[src/rtl/tfc_pkg.sv]
package tfc_pkg;
    localparam int unsigned CMD_W_DEF  = 15;
    localparam int unsigned IR_W_DEF   = 4;
    localparam logic [3:0]  OPCODE_DEF = 4'h5;

    typedef enum logic [1:0] {
        ST_IDLE   = 2'd0,
        ST_APPLY  = 2'd1,
        ST_LOADED = 2'd2,
        ST_FIRE   = 2'd3
    } seq_state_e;

    typedef struct packed {
        logic clr;
        logic cap;
        logic shf;
        logic upd;
        logic rti;
    } dr_strobe_t;
endpackage

[src/rtl/tfc_decode.sv]
module tfc_decode
    import tfc_pkg::*;
#(
    parameter int unsigned IR_W   = IR_W_DEF,
    parameter logic [IR_W-1:0] OPCODE = OPCODE_DEF
) (
    input  logic [IR_W-1:0] ir_code,
    input  logic            tlr,
    input  logic            capture_dr,
    input  logic            shift_dr,
    input  logic            update_dr,
    input  logic            run_idle,
    output logic            sel,
    output dr_strobe_t      stb
);
    // Test-logic-reset wins over all others; then capture, shift, update.
    always_comb begin
        sel     = (ir_code == OPCODE);
        stb.clr = tlr;
        stb.cap = sel && !tlr && capture_dr;
        stb.shf = sel && !tlr && !capture_dr && shift_dr;
        stb.upd = sel && !tlr && !capture_dr && !shift_dr && update_dr;
        stb.rti = sel && !tlr && run_idle;
    end
endmodule

[src/rtl/tfc_shifter.sv]
module tfc_shifter #(
    parameter int unsigned CMD_W = 15
) (
    input  logic             tck,
    input  logic             rst_n,
    input  logic             clr,
    input  logic             cap,
    input  logic             shf,
    input  logic             tdi,
    input  logic [CMD_W-1:0] par_in,
    output logic [CMD_W-1:0] sr_q
);
    always_ff @(posedge tck or negedge rst_n) begin
        if (!rst_n) begin
            sr_q <= '0;
        end else if (clr) begin
            sr_q <= '0;
        end else if (cap) begin
            sr_q <= par_in;
        end else if (shf) begin
            sr_q <= {tdi, sr_q[CMD_W-1:1]};
        end
    end
endmodule

[src/rtl/tfc_cmd_hold.sv]
module tfc_cmd_hold #(
    parameter int unsigned CMD_W = 15
) (
    input  logic             tck,
    input  logic             rst_n,
    input  logic             clr,
    input  logic             load,
    input  logic [CMD_W-1:0] d,
    output logic [CMD_W-1:0] q
);
    always_ff @(posedge tck or negedge rst_n) begin
        if (!rst_n) begin
            q <= '0;
        end else if (clr) begin
            q <= '0;
        end else if (load) begin
            q <= d;
        end
    end
endmodule

[src/rtl/tfc_seq.sv]
module tfc_seq
    import tfc_pkg::*;
(
    input  logic tck,
    input  logic rst_n,
    input  logic clr,
    input  logic upd,
    input  logic rti,
    output logic apply,
    output logic exec
);
    seq_state_e state_q, state_d;

    always_comb begin
        state_d = state_q;
        unique case (state_q)
            ST_IDLE: begin
                if (upd) state_d = ST_APPLY;
            end
            ST_APPLY: begin
                if (upd)      state_d = ST_APPLY;
                else if (rti) state_d = ST_FIRE;
                else          state_d = ST_LOADED;
            end
            ST_LOADED: begin
                if (upd)      state_d = ST_APPLY;
                else if (rti) state_d = ST_FIRE;
            end
            ST_FIRE: begin
                if (upd) state_d = ST_APPLY;
                else     state_d = ST_IDLE;
            end
            default: state_d = ST_IDLE;
        endcase
        if (clr) state_d = ST_IDLE;
    end

    always_ff @(posedge tck or negedge rst_n) begin
        if (!rst_n) state_q <= ST_IDLE;
        else        state_q <= state_d;
    end

    always_comb begin
        apply = 1'b0;
        exec  = 1'b0;
        unique case (state_q)
            ST_IDLE:   ;
            ST_APPLY:  apply = 1'b1;
            ST_LOADED: ;
            ST_FIRE:   exec = 1'b1;
            default:   ;
        endcase
    end
endmodule

[src/rtl/tap_flash_cmd_reg.sv]
module tap_flash_cmd_reg
    import tfc_pkg::*;
#(
    parameter int unsigned CMD_W = CMD_W_DEF,
    parameter int unsigned IR_W  = IR_W_DEF,
    parameter logic [IR_W-1:0] OPCODE = OPCODE_DEF
) (
    input  logic             tck,
    input  logic             rst_n,
    input  logic [IR_W-1:0]  ir_code,
    input  logic             tlr,
    input  logic             capture_dr,
    input  logic             shift_dr,
    input  logic             update_dr,
    input  logic             run_idle,
    input  logic             tdi,
    output logic             tdo,
    input  logic [CMD_W-1:0] result_i,
    output logic [CMD_W-1:0] cmd_o,
    output logic             cmd_apply,
    output logic             exec_pulse
);
    logic             sel;
    dr_strobe_t       stb;
    logic [CMD_W-1:0] sr_q;

    tfc_decode #(.IR_W(IR_W), .OPCODE(OPCODE)) u_dec (
        .ir_code(ir_code), .tlr(tlr), .capture_dr(capture_dr),
        .shift_dr(shift_dr), .update_dr(update_dr), .run_idle(run_idle),
        .sel(sel), .stb(stb)
    );

    tfc_shifter #(.CMD_W(CMD_W)) u_sr (
        .tck(tck), .rst_n(rst_n), .clr(stb.clr), .cap(stb.cap),
        .shf(stb.shf), .tdi(tdi), .par_in(result_i), .sr_q(sr_q)
    );

    tfc_cmd_hold #(.CMD_W(CMD_W)) u_hold (
        .tck(tck), .rst_n(rst_n), .clr(stb.clr), .load(stb.upd),
        .d(sr_q), .q(cmd_o)
    );

    tfc_seq u_seq (
        .tck(tck), .rst_n(rst_n), .clr(stb.clr), .upd(stb.upd),
        .rti(stb.rti), .apply(cmd_apply), .exec(exec_pulse)
    );

    assign tdo = sel ? sr_q[0] : 1'b0;
endmodule

[config.mk]
export PLATFORM = sky130hd
export DESIGN_NAME = tap_flash_cmd_reg
export DESIGN_NICKNAME = d
export VERILOG_FILES = /design/src/rtl/tfc_pkg.sv /design/src/rtl/tfc_decode.sv /design/src/rtl/tfc_shifter.sv /design/src/rtl/tfc_cmd_hold.sv /design/src/rtl/tfc_seq.sv /design/src/rtl/tap_flash_cmd_reg.sv
export SDC_FILE = /design/constraint.sdc
export NUM_CORES = 1
export LEC_CHECK = 0
export ABC_CLOCK_PERIOD_IN_PS = 2550
export BUFFER_PORTS_ARGS = -buffer_cell sky130_fd_sc_hd__buf_2
export CAP_MARGIN = 20
export CORE_UTILIZATION = 55
export CTS_CLUSTER_SIZE = 25
export DETAILED_ROUTE_END_ITERATION = 6
export PLACE_DENSITY = 0.83
export SYNTH_ARGS = -nofsm -noshare
export SYNTH_HDL_FRONTEND = slang
export SYNTH_SLANG_ARGS = --single-unit
export TNS_END_PERCENT = 30
[constraint.sdc]
create_clock -name tck -period 2.55 [get_ports tck]
set_input_delay 0.255 -clock tck [delete_from_list [all_inputs] [get_ports tck]]
set_output_delay 0.255 -clock tck [all_outputs]
set_load 0.03 [all_outputs]
=== Word level (Yosys, flattened, before mapping) ===
Cells that the tools add are included.
Widths: inputs -> output; s select.

* Word-level logic and storage cells: 39
* Bits of input ports: 27
* Register bits after elaboration: 32

* Eq/ne operators: 6
* Multiplexer cells: 16
* Reduce and logical (&&, ||, !) cells: 14

{| class="wikitable"
|+ Operator list
! cell !! count
|-
| $mux 15 || 5
|-
| $mux 2 || 5
|-
| $pmux 2 s4 || 1
|-
| $logic_and 1x1->1 || 7
|-
| $mux 1 || 5
|-
| $eq 2x2->1 const B || 2
|-
| $eq 4x3->1 const B || 1
|-
| $ne 4x3->1 const B || 1
|-
| $logic_not 1->1 || 3
|-
| $ne 3x3->1 const B || 1
|-
| $reduce_bool 3->1 || 1
|-
| $eq 2x1->1 const B || 1
|-
| $logic_not 2->1 || 1
|-
| $reduce_and 2->1 || 1
|-
| $reduce_bool 2->1 || 1
|}

=== Logic depth before layout (Yosys ltp) ===
Gate-level depths: netlist (run 1).

* Depth in word-level cells: 8
* Depth in mapped cells: 5
* Gate-level depth less buffers: 3

=== Hierarchy ===
From an unflattened synthesis (run 1), not the netlist that was laid out.

* Cells, all modules: 131
* Area total of the unflattened synthesis: 1616.6 um^2

{| class="wikitable"
|+ Modules (own cells, without submodules)
! module !! times used !! cells an instance !! sequential area each (um^2) !! area each (um^2)
|-
| tfc_shifter || 1 || 66 || 375.4 || 830.8
|-
| tfc_cmd_hold || 1 || 48 || 375.4 || 616.8
|-
| tfc_seq || 1 || 9 || 50.0 || 101.3
|-
| tfc_decode || 1 || 7 || 0.0 || 61.3
|-
| tap_flash_cmd_reg || 1 || 1 || 0.0 || 6.3
|}

=== Worst setup path before layout (run 1) ===
No wires, ideal clock.

* Kind: input -> output
* Start: input port ir_code[3]
* End: output port tdo
* Arrival: 0.918 ns
* Cell stages on the path: 2
* Buffers on the path: 0
* Path slack: 1.377 ns
* Cell sequence: and4bb_4 and2_1

* Longest elaborated chain between the ends: 2

{| class="wikitable"
|+ Ends and longest elaborated chain
! item !! RTL line !! text
|-
| start: declaration || tap_flash_cmd_reg.sv:10 || <nowiki>input logic [IR_W-1:0] ir_code,</nowiki>
|-
| $eq 4x3->1 || tfc_decode.sv:18 || <nowiki>sel = (ir_code == OPCODE);</nowiki>
|-
| $mux 1 || tap_flash_cmd_reg.sv:48 || <nowiki>assign tdo = sel ? sr_q[0] : 1'b0;</nowiki>
|-
| end: declaration || tap_flash_cmd_reg.sv:17 || <nowiki>output logic tdo,</nowiki>
|}

No other way between the ends.

=== Worst setup path after layout (run 1) ===
* Start: register u_seq.state_q[0]
* End: output port exec_pulse

* Longest elaborated chain between the ends: 2

{| class="wikitable"
|+ Ends and longest elaborated chain
! item !! RTL line !! text
|-
| start: declaration || tfc_seq.sv:12 || <nowiki>seq_state_e state_q, state_d;</nowiki>
|-
| start signal: assignment || tfc_seq.sv:40 || <nowiki>else state_q <= state_d;</nowiki>
|-
| $eq 2x2->1 || tfc_seq.sv:46 || <nowiki>unique case (state_q)</nowiki>
|-
| $mux 1 || tfc_seq.sv:46 ||
|-
| end: declaration || tap_flash_cmd_reg.sv:21 || <nowiki>output logic exec_pulse</nowiki>
|}

No other way between the ends.

==> run_results.csv, run 1 <==
group,metric,value,unit
run_status,status,"complete, but fails checks",
run_status,failed_checks,"DRC",
drt,drt-initial-drc-count,59,
timing,min_period,1.32,ns
cells_and_area,drive_gt1_share,33.0,%
cells_and_area,area_growth,15.9,%
grt,track_usage,24.1,%
clock_network,max-clock-path-buffers,2,
synth,synthXorXnorAreaFrac,0.528,%
pwr,power.share.combinational,8.9,%
job,cap_violations,0,
setup_path,end_kind,"output port",
pwr,power_density,475,nW/um2
setup_path,cp_data_required_time,2.30,ns
setup_path,worstSetupPathType,"flop to output port",
synth,synth_top_family_by_area,"simple AND/OR/NAND/NOR gates",
placement,dp_hpwl,2200,um
drt,drc_errors,8,
placement,dp.cells,211,
timing,finalSetupViolCount,0,
grt,grt_pass1_vias,1235,
pwr,internal_power,0.000703,W
pwr,p_sw,0.000211,W
timing,hold_viol_final,0,
pwr,pwr-share-clk,35.1,%
drt,post_drt_wl_per_cell,15.8,um
min_path,hp-class,"input port to flop",
clock_network,cts_root_buffer,"clkbuf_4",
synth,ys_seq_area_share,48.2,%
grt,grt_pass1_wl,5860,um
synth,synth_simple_gate_area_share,24.8,%
cells_and_area,fin_util,68.6,%
drt,drt_wl_total,3470,um
timing,max_freq,759,MHz
timing,worstMarginPinSlew,0.711,ns
cells_and_area,layout_commonest_cell,"buf_2",
timing,slew_headroom,52.6,%
clock_network,clk_pin_slew,0.09,ns
cells_and_area,seqCellArea,801,um2
synth,synthAdderAreaFrac,0,%
synth,synth.avg_cell_area,11.3,um2
floorplanning,dieWidth,56.9,um
clock_network,h-tree-depth,2,
clock_network,cts_buffers,5,
placement,portBuffers,44,
timing,final.setup.tns,0,ns
clock_network,cts_resized,0,
timing,period_share,51.7,%
timing,worst_slack,1.23,ns
synth,ys_types,24,
grt,gr-total-overflow,0,
setup_path,crit_arrival,1.06,ns
cells_and_area,layout_common_cells,"buf_2 (44), dfrtp_1 (32), nand2b_1 (30)",
cells_and_area,nNetsFinal,215,
synth,synth_warnings,0,
setup_path,start_kind,"flop",
clock_network,cts_tree,"done",
grt,antenna_found_initial,0,
cells_and_area,fill_cells,224,
setup_path,r2r_end,"u_seq.state_q[0]$_DFFE_PN0P_",
floorplanning,ios,45,
placement,pre_cts_slack,1.09,ns
setup_path,cp_max_fo,3,
setup_path,r2r_cells,3,
cells_and_area,fin_cells,219,
floorplanning,coreArea,2810,um2
floorplanning,rows,19,
drt,ant_nets,0,
timing,rsz0062_at_grt,"false",
cells_and_area,multi_input_area,786,um2
setup_path,startpoint,"u_seq.state_q[0]$_DFFE_PN0P_",
cells_and_area,diodes,0,
clock_network,cts_num_sinks,32,
timing,finClkSkew,0.00198,ns
floorplanning,die_h,56.9,um
synth,synth_compound_area_share,13.0,%
setup_path,crit_path_end,"exec_pulse",
pwr,p_leak,1.05,nW
synth,syn_area,1660,um2
floorplanning,initial_utilization,59.2,%
placement,globalplace.congestion,0.746,
clock_network,clock_latency,0.33,ns
drt,vias,1249,
setup_path,r2r-start,"u_seq.state_q[1]$_DFFE_PN0P_",
synth,synth_cells,147,
pwr,p_seq_share,56.0,%
synth,synth_mux_area_share,9.04,%
synth,ys_seq_elements,32,
drt,dr.pass1.iters,6,
pwr,switching_share,23.1,%
drt,via_per_inst,5.70,
synth,synth_nets,174,
timing,slew_violations,0,
min_path,hold_depth,3,
setup_path,reg2reg_setup_slack,1.54,ns
pwr,peakVddDrop,391,uV
floorplanning,die_area,3240,um2
grt,grt_max_degree,33,
## metal layers
metal  part of all wire [%]  vias up  track usage [%]  routed length (um)
met4                    1.6        0             8.01                  54
met3                    6.3        8             7.48                 219
met5                      0        -                0                   0
li1                       -      601                -                   -
met1                     44      600             32.9                1540
met2                     48       40             36.6                1660
## cell families (layout without fill, tap and decap cells)
| group | Yosys count | count (layout) |
|---|---|---|
| and+or+nand+nor | 56 | 56 |
| DFF | 32 | 32 |
| AOI/OAI and AO/OA | 31 | 31 |
| muxes | 15 | 15 |
| buffers and inverters | 12 | 53 |
| xor gates and xnor gates | 1 | 1 |
## worst min-delay path by stage
stage,start,endpoint,slack (ns)
floorplan,rst_n,u_hold.q[0]$_DFFE_PN0P_,-0.04
global placement,rst_n,u_seq.state_q[0]$_DFFE_PN0P_,0.34
detailed placement,rst_n,u_seq.state_q[0]$_DFFE_PN0P_,0.35
CTS,result_i[13],u_sr.sr_q[13]$_DFFE_PN0P_,0.21
global route,result_i[9],u_sr.sr_q[9]$_DFFE_PN0P_,0.21
finish,result_i[13],u_sr.sr_q[13]$_DFFE_PN0P_,0.21
## cell usage after synthesis
cell type | count | area (um2)
a21oi_1 | 15 | 75.1
a2bb2oi_1 | 1 | 8.76
and2_1 | 2 | 12.5
and2b_4 | 1 | 10.0
and3_1 | 1 | 6.26
and3b_1 | 15 | 131
and4bb_4 | 1 | 16.3
buf_2 | 2 | 10.0
buf_4 | 1 | 7.51
buf_6 | 3 | 33.8
clkbuf_1 | 5 | 18.8
dfrtp_1 | 32 | 801
inv_1 | 1 | 3.75
mux2i_1 | 15 | 150
nand2b_1 | 30 | 188
nand2b_2 | 1 | 8.76
nand3_4 | 1 | 17.5
nor2_1 | 1 | 3.75
nor2_2 | 1 | 6.26
nor2b_1 | 1 | 6.26
nor3_1 | 1 | 5.00
o22ai_1 | 9 | 56.3
o22ai_2 | 6 | 75.1
xnor2_1 | 1 | 8.76
## worst max-delay path: stages, from the launching register on
cell and delay, ns:
dfrtp_1 0.41, and2_1 0.16, buf_2 0.17
## power groups by stage
stage	Sequential (W)	Clock [W]	Combinational, W
floorplan	0.000522	0	0.0000435
global placement	0.000522	0	0.0000781
detailed placement	0.000522	0	0.0000803
CTS	0.000512	0.000326	0.0000818
global route	0.000512	0.000358	0.0000909
finish	0.000512	0.000321	0.0000816
## flip-flops by register name (all words and copies together) (netlist names)
register and cells:
u_hold.q 15, u_seq.state_q 2, u_sr.sr_q 15
## per-stage QoR
stage / cell area (um2) / hold WS, ns / power [W]
final: 1920 / 0.214 / 0.000914
after global routing: 1920 / 0.209 / 0.000961
after CTS: 1920 / 0.207 / 0.000919
after detailed placement: 1850 / 0.348 / 0.000602
after global placement: 1850 / 0.342 / 0.000600
after floorplan: 1660 / -0.0406 / 0.000565
## area by class of cell
type / instances / share of cell area, %
clock buffer: 7 / 3.38
inverter: 1 / 0.195
multi-input combinational: 103 / 40.8
sequential: 32 / 41.6
tap: 31 / 2.02
timing repair buffer: 45 / 12.0
## what timing repair did
item / in CTS / in global routing
endpoints found under the setup margin: 0 / 0
hold buffers: 1 / 0
buffers inserted: 0 / 0
hold endpoints to repair: 32 / 0
No activity file was read; power rests on OpenSTA's default activity.
==> run 2, diff against run 1 <==
ABC_CLOCK_PERIOD_IN_PS = 1300   (was 2550)
CORE_UTILIZATION = 52   (was 55)
PLACE_DENSITY = 0.79   (was 0.83)
clock period = 1.3 ns   (was 2.55 ns; I/O delays follow)
==> run_results.csv, run 2 (synthesis results as in run 1) <==
group,metric,value,unit
grt,antenna_found_initial,0,
setup_path,start_kind,"flop",
grt,grt_pass1_wl,5800,um
floorplanning,ios,45,
grt,use_met2,36.6,%
setup_path,startpoint,"u_seq.state_q[0]$_DFFE_PN0P_",
cells_and_area,nNetsFinal,221,
floorplanning,rows,20,
clock_network,cts_buffers,5,
grt,grtUsageMet1,30.8,%
grt,gr-total-overflow,0,
placement,globalplace.congestion,0.786,
placement,dp_hpwl,2410,um
timing,max_freq,840,MHz
cells_and_area,diodes,0,
timing,slew_headroom,70.9,%
run_status,status,"complete, no violations",
grt,grt_busiest_layer,"met2",
setup_path,cp_data_required_time,1.17,ns
cells_and_area,layout_commonest_cell,"buf_2",
cells_and_area,seqCellArea,801,um2
placement,portBuffers,44,
floorplanning,die_h,58.5,um
timing,worst_slack,0.109,ns
clock_network,clock_latency,0.33,ns
grt,grt_pass1_vias,1217,
clock_network,cts_num_sinks,32,
setup_path,r2r_end,"u_seq.state_q[0]$_DFFE_PN0P_",
drt,vias,1258,
min_path,hold_depth,3,
floorplanning,die_area,3420,um2
timing,rsz0062_at_grt,"false",
clock_network,max-clock-path-buffers,2,
cells_and_area,layout_common_cells,"buf_2 (44), dfrtp_1 (32), nand2b_1 (30)",
drt,drt_wl_total,3500,um
grt,grt_use_met3,6.59,%
setup_path,crit_arrival,1.06,ns
clock_network,cts_hold_buf,1,
timing,worstMarginPinSlew,0.436,ns
setup_path,cp_max_fo,3,
setup_path,path_buf_inv,1,
cells_and_area,area_growth,19.2,%
clock_network,postCtsSetupRepairBufs,0,
cells_and_area,drive_gt1_share,34.5,%
drt,drc_errors,0,
min_path,hp-class,"input port to flop",
setup_path,end_kind,"output port",
clock_network,cts_resized,0,
pwr,power_density,860,nW/um2
setup_path,slowest_delay,0.41,ns
drt,via_per_inst,5.29,
floorplanning,initial_utilization,54.4,%
setup_path,worstSetupPathType,"flop to output port",
clock_network,cts_root_buffer,"clkbuf_4",
clock_network,cts_tree,"done",
cells_and_area,fill_cells,265,
min_path,hold_start,"result_i[0]",
timing,finClkSkew,0.00582,ns
job,cap_violations,0,
placement,pre_cts_slack,0.0780,ns
min_path,min_to,"u_sr.sr_q[0]$_DFFE_PN0P_",
timing,min_period,1.19,ns
drt,dr.pass1.iters,4,
timing,period_share,91.6,%
clock_network,h-tree-depth,2,
cells_and_area,multi_input_area,786,um2
grt,grt_max_degree,18,
setup_path,cpLargestDelayFamily,"flip-flops",
drt,drt-initial-drc-count,25,
timing,slew_violations,0,
timing,hold_viol_final,0,
pwr,peakVddDrop,542,uV
grt,track_usage,23.3,%
timing,final.setup.tns,0,ns
setup_path,r2r_cells,3,
clock_network,clk_pin_slew,0.10,ns
setup_path,path_cells,"and2_1 -> buf_2",
timing,finalSetupViolCount,0,
drt,post_drt_wl_per_cell,14.7,um
drt,ant_nets,0,
setup_path,reg2reg_setup_slack,0.32,ns
floorplanning,dieWidth,58.5,um
pwr,p_leak,1.08,nW
floorplanning,coreArea,3050,um2
cells_and_area,top_regs,"u_hold.q x15, u_sr.sr_q x15, u_seq.state_q x2",
setup_path,r2r-start,"u_seq.state_q[1]$_DFFE_PN0P_",
setup_path,crit_path_top_delay_cell,"dfrtp_1",
## run 2: worst reg2reg max path: stages (launching register included)
cell and delay [ns]:
dfrtp_1 0.41, xnor2_1 0.21, a2bb2oi_1 0.18, nor2_1 0.05
## run 2: routing by layer
layer  up-vias  part of all wire (%)
met5         -                     0
li1        610                     -
met2        42                    48
met4         0                   1.4
met1       600                    45
met3         6                   5.2
## run 2: area by class of cell
cell class,count,area share [%]
Clock buffer,6,2.09
Clock inverter,1,0.253
Inverter,1,0.190
Multi-Input combinational cell,103,39.7
Sequential cell,32,40.5
Tap cell,44,2.78
Timing Repair Buffer,51,14.5
## run 2: how the worst max path moves through the flow
stage | cells after the start | end | slack, ns
floorplan | 4 | u_sr.sr_q[3]$_DFFE_PN0P_ | 0.27
global placement | 4 | u_sr.sr_q[2]$_DFFE_PN0P_ | 0.10
detailed placement | 4 | u_sr.sr_q[3]$_DFFE_PN0P_ | 0.08
CTS | 2 | exec_pulse | 0.09
global route | 2 | cmd_apply | 0.005
finish | 2 | exec_pulse | 0.11
## run 2: power by group
part           switching, W  internal, W
Combinational     0.0000919    0.0000868
Sequential       0.00000318      0.00100
Clock              0.000321     0.000199
## run 2: through the flow
| stage | hold WS [ns] | total power [W] | util (%) | cell area [um2] | std cells |
|---|---|---|---|---|---|
| 6_report | 0.0858 | 0.00170 | 64.8 | 1980 | 238 |
| 5_1_grt | 0.0758 | 0.00179 | 64.8 | 1980 | 238 |
| 4_1_cts | 0.0654 | 0.00172 | 64.8 | 1980 | 238 |
| 3_5_place_dp | 0.0856 | 0.00120 | 63.0 | 1920 | 230 |
| 3_3_place_gp | 0.0751 | 0.00120 | 63.0 | 1920 | 230 |
| 2_1_floorplan | -0.166 | 0.00111 | - | 1660 | 147 |
